## src/rtl/pcc_pkg.sv

```systemverilog
`timescale 1ns/1ps
package pcc_pkg;

  typedef enum logic [2:0] {
    S_IDLE = 3'd0,
    S_T1   = 3'd1,
    S_T2   = 3'd2,
    S_T1P  = 3'd3,
    S_T2P  = 3'd4
  } bstate_e;

  // states in which the current cycle may be acknowledged
  function automatic logic in_data_state(bstate_e s);
    return (s == S_T2) || (s == S_T1P) || (s == S_T2P);
  endfunction

  // states in which the bus shows the early-issued next cycle
  function automatic logic shows_next(bstate_e s);
    return (s == S_T1P) || (s == S_T2P);
  endfunction

  // states that carry the address strobe
  function automatic logic strobe_state(bstate_e s);
    return (s == S_T1) || (s == S_T1P);
  endfunction

endpackage

```

## src/rtl/pcc_req_slot.sv

```systemverilog
`timescale 1ns/1ps
module pcc_req_slot #(
  parameter int ADDR_W = 32,
  parameter int DATA_W = 32,
  parameter int BE_W   = DATA_W / 8
) (
  input  logic              clk,
  input  logic              rst_n,
  input  logic              in_valid,
  output logic              in_ready,
  input  logic              in_write,
  input  logic [ADDR_W-1:0] in_addr,
  input  logic [BE_W-1:0]   in_be,
  input  logic [DATA_W-1:0] in_wdata,
  input  logic              take,
  output logic              slot_v,
  output logic              slot_write,
  output logic [ADDR_W-1:0] slot_addr,
  output logic [BE_W-1:0]   slot_be,
  output logic [DATA_W-1:0] slot_wdata
);

  logic accept;

  assign in_ready = !slot_v;
  assign accept   = in_valid && !slot_v;

  always_ff @(posedge clk) begin
    if (!rst_n) begin
      slot_v     <= 1'b0;
      slot_write <= 1'b0;
      slot_addr  <= '0;
      slot_be    <= '0;
      slot_wdata <= '0;
    end else if (accept) begin
      slot_v     <= 1'b1;
      slot_write <= in_write;
      slot_addr  <= in_addr;
      slot_be    <= in_be;
      slot_wdata <= in_wdata;
    end else if (take) begin
      slot_v     <= 1'b0;
    end
  end

  assert_take_needs_slot_R1: assert property (@(posedge clk) disable iff (!rst_n)
    take |-> slot_v);

  assert_slot_kept_R1: assert property (@(posedge clk) disable iff (!rst_n)
    (slot_v && !take) |=> (slot_v && $stable(slot_addr) && $stable(slot_write)));

endmodule

```

## src/rtl/pcc_bus_seq.sv

```systemverilog
`timescale 1ns/1ps
module pcc_bus_seq
  import pcc_pkg::*;
#(
  parameter int ADDR_W = 32,
  parameter int DATA_W = 32,
  parameter int BE_W   = DATA_W / 8
) (
  input  logic              clk,
  input  logic              rst_n,
  input  logic              slot_v,
  input  logic              slot_write,
  input  logic [ADDR_W-1:0] slot_addr,
  input  logic [BE_W-1:0]   slot_be,
  input  logic [DATA_W-1:0] slot_wdata,
  output logic              take,
  input  logic              bus_ready,
  input  logic              bus_na,
  input  logic [DATA_W-1:0] bus_rdata,
  output logic              bus_ads,
  output logic [ADDR_W-1:0] bus_addr,
  output logic [BE_W-1:0]   bus_be,
  output logic              bus_write,
  output logic [DATA_W-1:0] bus_wdata,
  output logic              bus_wdata_oe,
  output logic              done,
  output logic              done_write,
  output logic [DATA_W-1:0] done_rdata
);

  bstate_e state, state_nx;
  logic              ph;
  logic              cur_write;
  logic [ADDR_W-1:0] cur_addr;
  logic [BE_W-1:0]   cur_be;
  logic [DATA_W-1:0] cur_wdata;
  logic              hold_v;
  logic [DATA_W-1:0] hold_data;

  // named events
  logic st_end;    // this edge ends a bus state
  logic ack;       // current cycle acknowledged at this edge
  logic go_pipe;   // early issue of the held request
  logic launch;    // held request starts a non-pipelined cycle
  logic promote;   // early-issued request becomes current
  logic nx_shown;  // bus shows the early-issued cycle

  assign st_end   = ph;
  assign ack      = st_end && bus_ready && in_data_state(state);
  assign go_pipe  = st_end && (state == S_T2) && !bus_ready && bus_na && slot_v;
  assign launch   = st_end && slot_v && ((state == S_IDLE) || (ack && state == S_T2));
  assign promote  = ack && shows_next(state);
  assign take     = launch || promote;
  assign nx_shown = shows_next(state);

  always_comb begin
    state_nx = state;
    unique case (state)
      S_IDLE: if (st_end && slot_v) state_nx = S_T1;
      S_T1:   if (st_end) state_nx = S_T2;
      S_T2: begin
        if (ack)          state_nx = slot_v ? S_T1 : S_IDLE;
        else if (go_pipe) state_nx = S_T1P;
      end
      S_T1P: begin
        if (ack)         state_nx = S_T2;
        else if (st_end) state_nx = S_T2P;
      end
      S_T2P: if (ack) state_nx = S_T2;
      default: state_nx = S_IDLE;
    endcase
  end

  always_ff @(posedge clk) begin
    if (!rst_n) begin
      ph    <= 1'b0;
      state <= S_IDLE;
    end else begin
      ph    <= !ph;
      state <= state_nx;
    end
  end

  always_ff @(posedge clk) begin
    if (!rst_n) begin
      cur_write <= 1'b0;
      cur_addr  <= '0;
      cur_be    <= '0;
      cur_wdata <= '0;
    end else if (take) begin
      cur_write <= slot_write;
      cur_addr  <= slot_addr;
      cur_be    <= slot_be;
      cur_wdata <= slot_wdata;
    end
  end

  always_ff @(posedge clk) begin
    if (!rst_n) begin
      hold_v     <= 1'b0;
      hold_data  <= '0;
      done       <= 1'b0;
      done_write <= 1'b0;
      done_rdata <= '0;
    end else begin
      hold_v <= ack && cur_write;
      done   <= ack;
      if (ack) begin
        hold_data  <= cur_wdata;
        done_write <= cur_write;
        done_rdata <= bus_rdata;
      end
    end
  end

  assign bus_ads      = strobe_state(state);
  assign bus_addr     = nx_shown ? slot_addr  : cur_addr;
  assign bus_be       = nx_shown ? slot_be    : cur_be;
  assign bus_write    = nx_shown ? slot_write : cur_write;
  assign bus_wdata_oe = hold_v || (cur_write && in_data_state(state));
  assign bus_wdata    = hold_v ? hold_data : cur_wdata;

  assert_ads_whole_state_R6: assert property (@(posedge clk) disable iff (!rst_n)
    (bus_ads && !ph) |=> bus_ads);

  assert_done_needs_ready_R4: assert property (@(posedge clk) disable iff (!rst_n)
    done |-> ($past(bus_ready) && $past(ph)));

  assert_done_single_R7: assert property (@(posedge clk) disable iff (!rst_n)
    done |=> !done);

  assert_write_hold_R8: assert property (@(posedge clk) disable iff (!rst_n)
    (ack && cur_write) |=> (bus_wdata_oe && bus_wdata == $past(cur_wdata)));

  assert_early_needs_na_R5: assert property (@(posedge clk) disable iff (!rst_n)
    (nx_shown && !$past(nx_shown)) |-> ($past(bus_na) && !$past(bus_ready)));

  assert_idle_nonpipe_R3: assert property (@(posedge clk) disable iff (!rst_n)
    (state == S_IDLE) |=> (state == S_IDLE || state == S_T1));

endmodule

```

## src/rtl/pbus_cycle_ctrl.sv

```systemverilog
`timescale 1ns/1ps
module pbus_cycle_ctrl #(
  parameter int ADDR_W = 32,
  parameter int DATA_W = 32
) (
  input  logic                  clk,
  input  logic                  rst_n,
  input  logic                  req_valid,
  output logic                  req_ready,
  input  logic                  req_write,
  input  logic [ADDR_W-1:0]     req_addr,
  input  logic [DATA_W/8-1:0]   req_be,
  input  logic [DATA_W-1:0]     req_wdata,
  output logic                  done,
  output logic                  done_write,
  output logic [DATA_W-1:0]     done_rdata,
  output logic                  bus_ads,
  output logic [ADDR_W-1:0]     bus_addr,
  output logic [DATA_W/8-1:0]   bus_be,
  output logic                  bus_write,
  output logic [DATA_W-1:0]     bus_wdata,
  output logic                  bus_wdata_oe,
  input  logic [DATA_W-1:0]     bus_rdata,
  input  logic                  bus_ready,
  input  logic                  bus_na
);

  localparam int BE_W = DATA_W / 8;

  logic              slot_v;
  logic              slot_write;
  logic [ADDR_W-1:0] slot_addr;
  logic [BE_W-1:0]   slot_be;
  logic [DATA_W-1:0] slot_wdata;
  logic              take;

  pcc_req_slot #(.ADDR_W(ADDR_W), .DATA_W(DATA_W), .BE_W(BE_W)) u_slot (
    .clk        (clk),
    .rst_n      (rst_n),
    .in_valid   (req_valid),
    .in_ready   (req_ready),
    .in_write   (req_write),
    .in_addr    (req_addr),
    .in_be      (req_be),
    .in_wdata   (req_wdata),
    .take       (take),
    .slot_v     (slot_v),
    .slot_write (slot_write),
    .slot_addr  (slot_addr),
    .slot_be    (slot_be),
    .slot_wdata (slot_wdata)
  );

  pcc_bus_seq #(.ADDR_W(ADDR_W), .DATA_W(DATA_W), .BE_W(BE_W)) u_seq (
    .clk          (clk),
    .rst_n        (rst_n),
    .slot_v       (slot_v),
    .slot_write   (slot_write),
    .slot_addr    (slot_addr),
    .slot_be      (slot_be),
    .slot_wdata   (slot_wdata),
    .take         (take),
    .bus_ready    (bus_ready),
    .bus_na       (bus_na),
    .bus_rdata    (bus_rdata),
    .bus_ads      (bus_ads),
    .bus_addr     (bus_addr),
    .bus_be       (bus_be),
    .bus_write    (bus_write),
    .bus_wdata    (bus_wdata),
    .bus_wdata_oe (bus_wdata_oe),
    .done         (done),
    .done_write   (done_write),
    .done_rdata   (done_rdata)
  );

endmodule

```

## config.mk

```make
export PLATFORM = sky130hd
export DESIGN_NAME = pbus_cycle_ctrl
export DESIGN_NICKNAME = d
export VERILOG_FILES = /design/src/rtl/pcc_pkg.sv /design/src/rtl/pcc_req_slot.sv /design/src/rtl/pcc_bus_seq.sv /design/src/rtl/pbus_cycle_ctrl.sv
export SDC_FILE = /design/constraint.sdc
export NUM_CORES = 1
export LEC_CHECK = 0
export BUFFER_PORTS_ARGS = -buffer_cell sky130_fd_sc_hd__buf_2
export CAP_MARGIN = 20
export CORE_MARGIN = 4
export CORE_UTILIZATION = 30
export DETAILED_ROUTE_END_ITERATION = 10
export GPL_ROUTABILITY_DRIVEN = 0
export PLACE_DENSITY = 0.51
export SLEW_MARGIN = 20
export SYNTH_ARGS = -nofsm -noshare
export SYNTH_HDL_FRONTEND = slang
export SYNTH_HIERARCHICAL = 1
export SYNTH_SLANG_ARGS = --single-unit
export TNS_END_PERCENT = 50
```

## constraint.sdc

```tcl
create_clock -name clk -period 1.56 [get_ports clk]
set_input_delay 0 -clock clk [delete_from_list [all_inputs] [get_ports clk]]
set_output_delay 0 -clock clk [all_outputs]
set_load 0.01 [all_outputs]
```

# After elaboration in Yosys (flattened, before gate mapping)
# Index checks and enable logic that the tools add are counted.
# Widths: inputs -> output; s select.
# word_totals
output_inout_bits,106
elab_cells,66
ff_bits,210
# op_classes
muxes,15
eq_ne,9
reduce_logical,26
# op_table
cell,n
$mux 32,2
$mux 3,7
$pmux 3 s5,1
$logic_and 1x1->1,13
$logic_or 1x1->1,7
$eq 3x2->1 const B,2
$ne 2x1->1 const B,3
$ne 3x1->1 const B,2
$reduce_and 5->1,1
$mux 1,4
$mux 4,1
$eq 3x1->1 const B,1
$eq 3x3->1 const B,1
$logic_not 1->1,3
$logic_not 3->1,1
$reduce_bool 2->1,1

# Depth between registers and ports, before layout
# logic_depth
word_depth,10
depth_mapped,8
mapped_depth_nobuf,5

# Cells and area by module
# The synthesis kept the hierarchy.
# modules_own_cells
mod,area_each_um2,cells_each,n_inst,seq_area_each_um2
pcc_bus_seq,6456.2,700,1,2802.7
pcc_req_slot,2780.2,304,1,1401.3

# Worst setup path after synthesis
# No wires, ideal clock.
# synth_timing
kind,register to register
from,reg u_seq.state[0]
to,reg u_slot.slot_v
stages_incl_launch_ff,9
n_path_buf,3
t_arrival_ns,1.410
setup_time_ns,0.117
t_required_ns,1.443
path_slack_ns,0.034
synth_period_minus_slack_ns,1.526
cell_sequence,dfxtp_1 > buf_4 > nor4b_1 > a21oi_1 > a21boi_2 > buf_6 > buf_12 > nand2_1 > o211a_1
# synth_via
elab_chain_len,9
# synth_lines
element,line_no,source
from (decl),pcc_bus_seq.sv:31,"bstate_e state, state_nx;"
from (signal assigned),pcc_bus_seq.sv:80,state <= state_nx;
"$eq 3x2->1, on equally long branches","pcc_pkg.sv:14, pcc_bus_seq.sv:51, pcc_pkg.sv:19",
$logic_or 1x1->1 (2 in a row),pcc_pkg.sv:14,return (s == S_T2) || (s == S_T1P) || (s == S_T2P);
$logic_and 1x1->1,pcc_bus_seq.sv:49,assign ack = st_end && bus_ready && in_data_state(state);
$logic_and 1x1->1,pcc_bus_seq.sv:51,assign launch = st_end && slot_v && ((state == S_IDLE) || (ack && state == S_T2));
$logic_or 1x1->1,pcc_bus_seq.sv:51,
$logic_and 1x1->1,pcc_bus_seq.sv:51,
$logic_or 1x1->1 *,pcc_bus_seq.sv:53,assign take = launch || promote;
net take,pbus_cycle_ctrl.sv:35,logic take;
$reduce_bool 2->1 (no source line) *,n/a,
to (signal assigned),pcc_req_slot.sv:30,slot_v <= 1'b0;
to (signal assigned),pcc_req_slot.sv:36,slot_v <= 1'b1;
to (signal assigned),pcc_req_slot.sv:42,slot_v <= 1'b0;
to (decl),pcc_req_slot.sv:16,"output logic slot_v,"
# Mark *: on every way through the listed nets, which the timed path passes. The rest lies on a longest branch.
# A chain may end at the register's enable or synchronous reset.

# Final worst setup path
# layout_timing
from,reg u_seq.state[0]
to,out bus_addr[20]
# layout_via
elab_chain_len,3
# layout_lines
element,line_no,source
$eq 3x2->1 or $eq 3x3->1 (tied branches),pcc_pkg.sv:19,return (s == S_T1P) || (s == S_T2P);
$logic_or 1x1->1 *,pcc_pkg.sv:19,
$mux 32 *,pcc_bus_seq.sv:117,assign bus_addr = nx_shown ? slot_addr : cur_addr;
to (decl),pbus_cycle_ctrl.sv:18,"output logic [ADDR_W-1:0] bus_addr,"
# Mark *: on every way between the ends. The rest lies on a longest branch, timed or not.

==> impl_metrics.csv <==
group,metric,value,unit
finish,area_delta_synth_final,49.5,%
worst_hold_path,hold_depth,4,
synth,syn_avg_cell_area,9.20,um^2
clock_tree,htreeDepth,1,
timing,slew_violations,0,
grt,grt_overflow,0,
critical_path,cpPeakStageDelay,0.36,ns
detailed_routing,detail_route.first_pass.iterations,4,
worst_hold_path,holdCritPathClass,"in2reg",
grt,grt_pass1_wl,39800,um
detailed_routing,drc,0,
critical_path,cp.buffers_inverters,2,
floorplanning,die_area,0.0337,mm^2
synth,yosys.area_share.simple,18.0,%
finish,n_fill_cell,2798,
synth,synth_top_family_by_area,"multiplexers",
timing,hold_violations,0,
finish,utilization,46.0,%
synth,synth-xor-area-share,0.0948,%
pwr,power,12600,uW
grt,first_global_vias,7664,
critical_path,crit_fanout,8,
detailed_routing,drt_iter0_drc,226,
floorplanning,io_pins,212,
timing,rsz0062_at_grt,"true",
synth,yosysWarnings,6,
detailed_routing,dr_total_vias,7653,
critical_path,r2r_start,"u_seq/state[2]$_SDFFE_PN0P_",
timing,period_share,125,%
finish,area.sequential,0.00421,mm^2
timing,setup_viol,182,
detailed_routing,wl,26300,um
floorplanning,rows,63,
floorplanning,die_y,183,um
timing,finalWorstSetupSlack,-0.394,ns
critical_path,rrSetupSlack,-0.13,ns
synth,synth_edf_count,0,
worst_hold_path,hold_start,"req_wdata[29]",
pwr,pwr_density_cell,915,mW/mm^2
critical_path,crit_cells,5,
critical_path,arrival,1.95,ns
clock_tree,tritoncts,"built",
synth,ys_ff_latch,210,
place,numPortBuffers,211,
timing,worstMarginPinSlew,0.376,ns
pwr,max-vdd-ir-drop,0.000748,V
critical_path,critical_path_required,1.56,ns
synth,synth_ff_type,"dfxtp_1",
detailed_routing,post_drt_wl_per_cell,15.1,um
synth,syn_area,0.00924,mm^2
grt,grt_max_degree,56,
floorplanning,start_util,30.8,%
place,place_area,0.0108,mm^2
critical_path,reg2regPathDepth,9,
synth,yosys-mux-area-fraction,24.1,%
synth,synth.distinct_cells,38,
timing,max_freq,512,MHz
outcome,violations,"negative setup slack",
finish,final_cell_area,0.0138,mm^2
floorplanning,dieWidth,183,um
clock_tree,cts_buffers,26,
pwr,p_leak,0.00562,uW
critical_path,cp_cell_sequence,"nor3b_4, a21o_4, clkbuf_16, mux2_4, buf_6",
finish,multi_input_area,0.00481,mm^2
grt,antenna_found_initial,2,
clock_tree,clk_latency,0.52,ns
synth,synth_nets,1110,
finish,drive_above_1_share,30.9,%
synth,synth_compound_area_share,6.39,%
synth,syn_inst,1004,
timing,fin_crit,1.95,ns
critical_path,cp-start-kind,"flip-flop",
timing,setup_tns,-20.94,ns
clock_tree,root_buffer,"clkbuf_16",
critical_path,timing.rr.end,"u_seq/done_rdata[30]$_SDFFE_PN0P_",
grt,grt.total_usage,14.1,%
floorplanning,coreArea,0.0300,mm^2
synth,synth_fa_ha_area_share,0,%
synth,synth-seq-area-share,45.5,%
worst_hold_path,worstHoldEndpoint,"u_slot/slot_wdata[29]$_SDFFE_PN0P_",
job,cap_violations,0,
critical_path,crit_slowest_cell,"dfxtp_4",
synth,synthArstFlopShare,0,%
critical_path,crit_type,"reg2out",
timing,fin_skew,0.0104,ns
detailed_routing,antenna_left,0,
outcome,status,"complete, but fails checks",
clock_tree,clockBufferDepth,3,
critical_path,critPathTopFamily,"flip-flops",
critical_path,critPathCaptureType,"output pin",
clock_tree,cts.clk_slew.worst_paths,0.06,ns
critical_path,crit_start,"u_seq/state[0]$_SDFFE_PN0P_",
finish,fin_nets,1438,
timing,max_slew_margin,74.9,%
clock_tree,clock-sinks,210,
place,hpwl,15700,um
detailed_routing,vias_per_cell,4.40,
[cell type report]
type | count | area share (%)
multi-input cells | 714 | 34.8
repair buffers | 378 | 25.1
inverters | 2 | 0.0544
clock inverters | 6 | 0.281
diodes | 2 | 0.0363
well taps | 390 | 3.53
clock buffers | 39 | 5.66
flip-flops and latches | 210 | 30.5
[layout by cell type, fill, tap and decap left out, drive strengths merged, types with 2 or more instances in the layout]
| cell type | n |
|---|---|
| inv | 2 |
| dfxtp | 210 |
| nand2 | 411 |
| dlygate4sd3 | 107 |
| a21boi | 67 |
| clkinvlp | 2 |
| diode | 2 |
| a21oi | 2 |
| nor2b | 4 |
| buf | 260 |
| mux2i | 138 |
| clkbuf | 50 |
| nor3b | 2 |
| o21ai | 3 |
| mux2 | 69 |
| clkinv | 4 |
[how the worst max path moves through the flow]
stage,slack [ns],to
global placement,0.02,u_seq/cur_addr[24]$_SDFFE_PN0P_
CTS,-0.45,bus_write
finish,-0.39,bus_addr[20]
detailed placement,-0.0008,u_seq/cur_wdata[24]$_SDFFE_PN0P_
global route,-0.46,bus_addr[25]
floorplan,0.03,u_slot/slot_v$_SDFFE_PN0P_
[through the flow]
step                hold WS, ns  setup WS (ns)  cells
floorplan                 0.135         0.0336   1004
global placement          0.242         0.0192   1568
detailed placement        0.246      -0.000767   1568
CTS                       0.237         -0.448   1722
global route              0.274         -0.460   1741
finish                    0.271         -0.394   1741
[power by group]
group	total [uW]	internal [uW]	switching, uW
clock	5750	3430	2310
combinational	1270	710	556
sequential	5620	5520	99.9
total	12600	9660	2970
[per-layer routing]
| layer | GRT usage (%) | part of all wire (%) |
|---|---|---|
| met2 | 22.9 | 45 |
| met4 | 3.28 | 2.0 |
| met1 | 19.1 | 48 |
| met5 | 0 | 0 |
| met3 | 3.03 | 5.7 |
[kinds of logic after synthesis]
family          count (synthesis)
simple gates                  427
buf+inv                        80
mux                           207
flops                         210
compound gates                 79
xor+xnor                        1
[cells in the mapped netlist (2+ instances only)]
master,number,area (um^2)
mux2i_1,138,1380
a21boi_1,37,278
mux2_4,19,285
buf_4,10,75.1
nor2b_1,4,25.0
inv_1,2,7.51
buf_12,7,140
o21ai_0,3,15.0
buf_2,23,115
a21boi_0,29,218
nand2_1,411,1540
mux2_2,50,563
buf_6,6,67.6
dfxtp_1,210,4200
a21oi_1,2,10.0
clkbuf_1,31,116
[what timing repair did]
item	in CTS	in global routing
hold endpoints to repair	113	0
setup buffers	2	6
gates resized for setup	70	118
pin swaps	4	78
gates cloned	0	12
endpoints found under the setup margin	71	203
hold buffers	107	0
[tightest hold or removal path, cell delays in order]
cell and delay, ns:
dlygate4sd3_1 0.53, buf_2 0.12, nand2_1 0.04, mux2i_1 0.05
[registers in the layout (all words and copies together) (netlist names), 3 cells and up]
register           flops
u_seq/cur_addr        32
u_seq/cur_wdata       32
u_seq/done_rdata      32
u_seq/hold_data       32
u_slot/slot_addr      32
u_slot/slot_wdata     32
u_seq/cur_be           4
u_slot/slot_be         4
u_seq/state            3
No activity file was read; power rests on OpenSTA's default activity.
